**src/rtl/mp9_rx_pkg.sv**
```systemverilog
package mp9_rx_pkg;
    typedef enum logic [1:0] {
        ST_IDLE  = 2'd0,
        ST_START = 2'd1,
        ST_DATA  = 2'd2,
        ST_STOP  = 2'd3
    } rx_state_e;
endpackage

```
**src/rtl/mp9_rx_sync.sv**
```systemverilog
module mp9_rx_sync #(
    parameter int STAGES = 2
) (
    input  logic clk,
    input  logic rst_n,
    input  logic din,
    output logic dout
);
    logic [STAGES-1:0] sh_d, sh_q;

    always_comb begin
        sh_d = {sh_q[STAGES-2:0], din};
    end

    always_ff @(posedge clk or negedge rst_n) begin
        if (!rst_n) sh_q <= '1;
        else        sh_q <= sh_d;
    end

    assign dout = sh_q[STAGES-1];
endmodule

```
**src/rtl/mp9_rx_frame.sv**
```systemverilog
module mp9_rx_frame
    import mp9_rx_pkg::*;
#(
    parameter int WORD_W = 9,
    parameter int OSR    = 16
) (
    input  logic              clk,
    input  logic              rst_n,
    input  logic              tick,
    input  logic              line_s,
    output logic              done,
    output logic              stop_ok,
    output logic [WORD_W-1:0] word
);
    localparam int CNT_W = $clog2(OSR);
    localparam int IDX_W = $clog2(WORD_W);
    localparam logic [CNT_W-1:0] MID  = CNT_W'(OSR/2 - 1);
    localparam logic [CNT_W-1:0] LAST = CNT_W'(OSR - 1);
    localparam logic [IDX_W-1:0] TOP  = IDX_W'(WORD_W - 1);

    typedef struct packed {
        rx_state_e         state;
        logic [CNT_W-1:0]  cnt;
        logic [IDX_W-1:0]  idx;
        logic [WORD_W-1:0] shreg;
    } frm_t;

    frm_t d, q;

    always_comb begin
        d    = q;
        done = 1'b0;
        if (tick) begin
            unique case (q.state)
                ST_IDLE: begin
                    if (!line_s) begin
                        d.state = ST_START;
                        d.cnt   = '0;
                    end
                end
                ST_START: begin
                    if (q.cnt == MID) begin
                        d.cnt   = '0;
                        d.idx   = '0;
                        d.state = line_s ? ST_IDLE : ST_DATA;
                    end else begin
                        d.cnt = q.cnt + 1'b1;
                    end
                end
                ST_DATA: begin
                    if (q.cnt == LAST) begin
                        d.cnt   = '0;
                        d.shreg = {line_s, q.shreg[WORD_W-1:1]};
                        if (q.idx == TOP) d.state = ST_STOP;
                        else              d.idx   = q.idx + 1'b1;
                    end else begin
                        d.cnt = q.cnt + 1'b1;
                    end
                end
                ST_STOP: begin
                    if (q.cnt == LAST) begin
                        d.cnt   = '0;
                        d.state = ST_IDLE;
                        done    = 1'b1;
                    end else begin
                        d.cnt = q.cnt + 1'b1;
                    end
                end
                default: d.state = ST_IDLE;
            endcase
        end
    end

    always_ff @(posedge clk or negedge rst_n) begin
        if (!rst_n) q <= '{state: ST_IDLE, cnt: '0, idx: '0, shreg: '0};
        else        q <= d;
    end

    assign stop_ok = line_s;
    assign word    = q.shreg;
endmodule

```
**src/rtl/mp9_rx_flags.sv**
```systemverilog
module mp9_rx_flags #(
    parameter int WORD_W = 9
) (
    input  logic              clk,
    input  logic              rst_n,
    input  logic              done,
    input  logic              stop_ok,
    input  logic [WORD_W-1:0] word,
    input  logic              rd,
    input  logic              clr,
    input  logic              ie,
    output logic [WORD_W-1:0] data,
    output logic              full,
    output logic              err,
    output logic              irq
);
    typedef struct packed {
        logic [WORD_W-1:0] data;
        logic              full;
        logic              err;
    } flg_t;

    flg_t d, q;

    always_comb begin
        d = q;
        if (rd)  d.full = 1'b0;
        if (clr) d.err  = 1'b0;
        if (done) begin
            if (!stop_ok) begin
                d.err = 1'b1;
            end else if (word[WORD_W-1]) begin
                if (q.full && !rd) begin
                    d.err = 1'b1;
                end else begin
                    d.full = 1'b1;
                    d.data = word;
                end
            end
        end
    end

    always_ff @(posedge clk or negedge rst_n) begin
        if (!rst_n) q <= '{data: '0, full: 1'b0, err: 1'b0};
        else        q <= d;
    end

    assign data = q.data;
    assign full = q.full;
    assign err  = q.err;
    assign irq  = ie & (q.full | q.err);
endmodule

```
**src/rtl/mp9_uart_rx.sv**
```systemverilog
module mp9_uart_rx #(
    parameter int WORD_W      = 9,
    parameter int OSR         = 16,
    parameter int SYNC_STAGES = 2
) (
    input  logic              clk,
    input  logic              rst_n,
    input  logic              rx_line,
    input  logic              baud_tick,
    input  logic              irq_en,
    input  logic              rd_strobe,
    input  logic              err_clr,
    output logic [WORD_W-1:0] rx_data,
    output logic              rx_full,
    output logic              rx_err,
    output logic              rx_irq
);
    logic              line_s;
    logic              frame_done;
    logic              stop_ok;
    logic [WORD_W-1:0] word;

    mp9_rx_sync #(.STAGES(SYNC_STAGES)) u_sync (
        .clk  (clk),
        .rst_n(rst_n),
        .din  (rx_line),
        .dout (line_s)
    );

    mp9_rx_frame #(.WORD_W(WORD_W), .OSR(OSR)) u_frame (
        .clk    (clk),
        .rst_n  (rst_n),
        .tick   (baud_tick),
        .line_s (line_s),
        .done   (frame_done),
        .stop_ok(stop_ok),
        .word   (word)
    );

    mp9_rx_flags #(.WORD_W(WORD_W)) u_flags (
        .clk    (clk),
        .rst_n  (rst_n),
        .done   (frame_done),
        .stop_ok(stop_ok),
        .word   (word),
        .rd     (rd_strobe),
        .clr    (err_clr),
        .ie     (irq_en),
        .data   (rx_data),
        .full   (rx_full),
        .err    (rx_err),
        .irq    (rx_irq)
    );
endmodule

```
**config.mk**
```make
export PLATFORM = sky130hd
export DESIGN_NAME = mp9_uart_rx
export DESIGN_NICKNAME = d
export VERILOG_FILES = /design/src/rtl/mp9_rx_pkg.sv /design/src/rtl/mp9_rx_sync.sv /design/src/rtl/mp9_rx_frame.sv /design/src/rtl/mp9_rx_flags.sv /design/src/rtl/mp9_uart_rx.sv
export SDC_FILE = /design/constraint.sdc
export NUM_CORES = 1
export LEC_CHECK = 0
export CAP_MARGIN = 40
export CORE_MARGIN = 2
export CORE_UTILIZATION = 58
export CTS_CLUSTER_SIZE = 28
export DETAILED_ROUTE_END_ITERATION = 16
export PLACE_DENSITY = 0.86
export SYNTH_ARGS = -nofsm -noshare
export SYNTH_HDL_FRONTEND = slang
export SYNTH_SLANG_ARGS = --single-unit
```
**constraint.sdc**
```tcl
create_clock -name clk -period 5.05 [get_ports clk]
set_clock_uncertainty 0.2 [all_clocks]
set_input_delay 0.505 -clock clk [delete_from_list [all_inputs] [get_ports clk]]
set_output_delay 0.505 -clock clk [all_outputs]
set_load 0.01 [all_outputs]
```
== Word-level counts from Yosys, hierarchy flattened ==
Index checks and enable logic that the tools add are counted.

* Bitwise logic cells: 3
* Muxes and demuxes: 24
* $add $sub $neg: 2
* Equal/unequal tests: 12
* Reduce and logical (&&, ||, !) cells: 9

{| class="wikitable"
|+ Operators with widths
! cell !! count
|-
| $pmux W6 S4 || 1
|-
| $mux W4 || 4
|-
| $mux W2 || 7
|-
| $mux W13 || 1
|-
| $mux W1 || 9
|-
| $add A4 B1 Y4 const B || 2
|-
| $eq A4 B4 Y1 const B || 2
|-
| $ne A2 B1 Y1 const B || 4
|-
| $pmux W4 S2 || 1
|-
| $mux W6 || 1
|-
| $reduce_and A6 Y1 || 1
|-
| $reduce_and A5 Y1 || 1
|-
| $eq A2 B2 Y1 const B || 2
|-
| $eq A4 B3 Y1 const B || 1
|-
| $ne A2 B2 Y1 const B || 2
|-
| $reduce_and A4 Y1 || 1
|-
| $reduce_and A3 Y1 || 1
|-
| $eq A2 B1 Y1 const B || 1
|-
| $logic_not A2 Y1 || 1
|-
| $reduce_and A2 Y1 || 1
|-
| $reduce_bool A2 Y1 || 1
|-
| $and A1 B1 Y1 || 1
|-
| $logic_and A1 B1 Y1 || 1
|-
| $logic_not A1 Y1 || 1
|-
| 2 further kinds || 2
|}

* Bits in registers: 32
* Output and inout bits: 12
* Word-level logic and storage cells: 58

== Logic depth before layout (Yosys ltp) ==
* Depth in word-level cells: 6
* Mapped depth: 5
* Gate-level depth less buffers: 5

== By module ==
A second synthesis with hierarchy kept.

* Cells, all modules: 134
* Area, all modules: 1557.7 um2

{| class="wikitable"
|+ By module, submodules not included
! module !! instances !! cells each !! area an instance (um2) !! sequential area each (um2)
|-
| mp9_rx_frame || 1 || 102 || 1063.5 || 475.5
|-
| mp9_rx_flags || 1 || 30 || 441.7 || 275.3
|-
| mp9_rx_sync || 1 || 2 || 52.6 || 52.6
|}

== Worst setup path after synthesis ==
OpenSTA, ideal clock, no wires.

* Kind: register to register
* From: register u_frame.q[13] (netlist name)
* To: register u_flags.q (netlist bit u_flags.data[0])
* Stages on the path, launching flop included: 5
* Path slack: 3.197 ns
* Library setup time: 0.125 ns
* Arrival time: 1.528 ns
* Buffers on the path: 0
* Cells stage by stage: dfrtp_1 -> ha_1 -> nand4_4 -> nor3_4 -> mux2_2

* Longest elaborated chain between the ends: 5

{| class="wikitable"
|+ Ends and longest elaborated chain
! element !! line !! source
|-
| start, declared || mp9_rx_frame.sv:28 || <nowiki>frm_t d, q;</nowiki>
|-
| start signal, assigned || mp9_rx_frame.sv:75 || <nowiki>if (!rst_n) q <= '{state: ST_IDLE, cnt: '0, idx: '0, shreg: '0};</nowiki>
|-
| $eq A4 B4 Y1 || mp9_rx_frame.sv:61 || <nowiki>if (q.cnt == LAST) begin</nowiki>
|-
| $mux W1 || mp9_rx_frame.sv:61 ||
|-
| $mux W1 || mp9_rx_frame.sv:34 || <nowiki>unique case (q.state)</nowiki>
|-
| $mux W1 || mp9_rx_frame.sv:33 || <nowiki>if (tick) begin</nowiki>
|-
| $reduce_and A4 Y1 (no source line) || -- ||
|-
| end signal, assigned || mp9_rx_flags.sv:44 || <nowiki>if (!rst_n) q <= '{data: '0, full: 1'b0, err: 1'b0};</nowiki>
|-
| end, declared || mp9_rx_flags.sv:23 || <nowiki>flg_t d, q;</nowiki>
|}

Every way passes these cells.
A chain may end at the register's enable or synchronous reset.

== Worst setup path after layout ==
* From: input port irq_en
* To: output port rx_irq

* Longest elaborated chain between the ends: 1

{| class="wikitable"
|+ Ends and longest elaborated chain
! element !! line !! source
|-
| start, declared || mp9_uart_rx.sv:10 || <nowiki>input logic irq_en,</nowiki>
|-
| $and A1 B1 Y1 || mp9_rx_flags.sv:51 || <nowiki>assign irq = ie & (q.full | q.err);</nowiki>
|-
| end, declared || mp9_uart_rx.sv:16 || <nowiki>output logic rx_irq</nowiki>
|}

Every way passes these cells.

==> metrics.txt <==
Slew headroom 69.29%; met3 WL between 100 and 150 um; CTS tree done; GRT Util Overall 22.77%; Max Freq 0.4302 GHz; Synth Area in Simple Gates 11.36%; number of H-tree levels 2; Finish-stage setup viols 0; Syn-to-layout area delta 17.59%; Netlist cell types 35; GPL Wtd Cong 0.8221; most common cell in the netlist dfrtp_1; Area contributors post-synth dfrtp_1, mux2_2, dfstp_2; Detail Route Antenna Nets 0; outcome finished, final reports clean; CP cell instances clkdlybuf4s50_1 > o21a_1 > clkdlybuf4s50_1; HP Class reg2reg; largest net degree at the start of global routing 33; DIE AREA 2984 um^2; Synth Instances 116; die height ~55 um; TNS Setup 0 ns; # Post-CTS Setup Buffers 0; most common flop cell mapped by yosys dfrtp_1; arrival time worst endpoint 1.62 ns; Finished Layout Cells 169; antenna violations before repair 0; Initial DRT Pass Iterations 4; clk root buf clkbuf_4; nets 148; first-pass GRT wire length 4581 um; fraction of final layout cells sized beyond drive strength 1 25.90%; vias in the first global route 962; Synth top area share 50.51%; Worst Max-Slew Pin Slew 0.4586 ns; largest family of logic cells by synthesized area multiplexers; antenna cells 0; Clk Latency, worst-skew pair 0.33 ns; max-slew violation count 0; Yosys top cell by area dfrtp_1; Vias 983; Post-synth EDFFs 0; Detailed Route Iter0 Violations 21; crit end category output port; Synth Cell Area between 1000 and 1500 um^2; Worst path slowest cell clkdlybuf4s50_1; post-synthesis sequential element count 32; Synth async-reset ratio 100.0%; clock sinks 32; Top Layer Used met4; Core ar. 2455 um^2; Routed Wire Length 2727 um; Tcrit/Tclk final between 40% and 50%; DRT met1 WL 1206 um; clk slew on worst S/H paths ~0.090 ns; worst setup path class in2out; metal2 WL approximately 1300 um; multi-input combinational cell area 638.1 um^2; multiplexer area fraction after synthesis between 15 and 20%; adder-cell share of the synthesized area approximately 2.5%; WL/cell 16.14 um; CP Max Fanout 1; Yosys warnings 0; post-synthesis xor/xnor area fraction around 1.2%; Mean Syn Cell Area 12.81 um^2; CTS max path bufs 2; Compound-Gate Fraction of Synth Area 10.86%; number of buffers created by CTS 5; die width 54.63 um; cts hold-fix bufs 0; final routed DRC violation total 0; crit start category input port; clock period minus worst slack 2.324 ns; post-CTS sizing 0; Most Frequent Cell on Critical Path clkdlybuf4s50_1; fillcell total 170; RSZ-0062 raised after global routing false; Core Rows 18; Largest stage delay, worst path 0.54 ns; Register Area between 800 and 900 um^2; dpl cells 161; DP HPWL 1946 um; pwr/cell area 360.6 nW/um^2; initial core utilization 60.55%; WP data required between 4 and 5 ns; Hold Vio Cnt, Final 0; Synth Net Count between 100 and 150; Remaining Overflow, GRT 0; Max-Cap Viols 0; Static Leak 0.0007954 uW; Max VDD drop around 0.29 mV; sequential share of the synthesized area 54.04%; IO Count 19; vias per cell 5.817; Synth top cells by count dfrtp_1, mux2_2, o21ai_0; port bufs 18
[stage by stage]
stage / utilization [%] / total power, uW / hold WS, ns / instance area [um^2] / setup WS, ns
3_5_place_dp: 68.65 / 477.5 / 0.1558 / 1685 / 2.500
4_1_cts: 71.20 / 633.3 / 0.1692 / 1748 / 2.715
6_report: 71.20 / 630.2 / 0.1668 / 1748 / 2.726
2_1_floorplan: - / 438.5 / 0.009409 / 1486 / 3.197
5_1_grt: 71.20 / 670.3 / 0.1695 / 1748 / 2.693
3_3_place_gp: 68.65 / 461.1 / 0.1476 / 1685 / 2.562
[area by class of cell]
class                           instances  area share (%)
Sequential cell                        32           45.96
Multi-Input combinational cell         75           36.51
Timing Repair Buffer                   19           10.74
Clock buffer                            7           3.150
Tap cell                               30           2.147
Inverter                                5           1.074
Clock inverter                          1          0.4295
[cell usage in the layout, fill, tap and decap left out, types with 2 or more instances in the layout]
cell             synthesis  layout
clkdlybuf4s50_1          0      18
nor2_1                   2       2
nand2_1                  5       5
dfstp_2                  2       2
o21a_1                   2       2
dfrtp_1                 30      30
clkbuf_4                 0       5
o2111ai_1                2       2
nand3_1                  4       4
xor2_1                   2       2
inv_1                    5       5
mux2_2                  18      18
a21boi_0                 2       2
ha_1                     3       3
nor2b_1                  2       2
and2_1                   2       2
o211ai_1                 3       3
mux2i_1                  5       5
o21ai_0                  6       6
or2_2                    2       2
[power breakdown]
group / switching (uW) / total, uW / leakage [uW] / internal (uW)
sequential: 57.0 / 342 / 0.000426 / 285
clock: 87.6 / 156 / 0.0000315 / 68.1
combinational: 66.9 / 132 / 0.000338 / 65.5
total: 211 / 630 / 0.000795 / 419
[kinds of logic after synthesis]
group,count (synthesis)
flops,32
simple gates,25
mux,23
compound gates,22
buf+inv,9
fa+ha+maj,3
xor+xnor,2
[flip-flops by register name, indices dropped and copies added (netlist names), named ones only]
name,cells
u_flags.data,9
u_frame.q,9
u_frame.word,9
u_sync.sh_q,2
u_flags.err,1
u_flags.full,1
[metal layers]
metal	global-route usage, %	vias to the layer above
met4	7.500	0
met2	34.33	26
met3	9.290	5
met1	29.85	485
li1	-	467
met5	0	-
[path summary, 6_finish.rpt]
kind / startpoint / end / slack, ns / cells past startpoint
max: irq_en / rx_irq / 2.73 / 3
min: u_sync.sh_q[0] / u_sync.sh_q[1] / 0.17 / 0
max reg2reg: u_frame.q[13] / u_flags.data[1] / 2.94 / 4
min reg2reg: u_sync.sh_q[0] / u_sync.sh_q[1] / 0.17 / 0
max in group asynchronous: rst_n / u_sync.sh_q[0] / 3.97 / 2
min in group asynchronous: rst_n / u_frame.q[15] / 0.35 / 2
[critical path: cells and delay by family]
family | cells | cell delay, ns
buf+inv | 2 | 0.99
compound gates | 1 | 0.12
(Power assumes the default switching activity.)
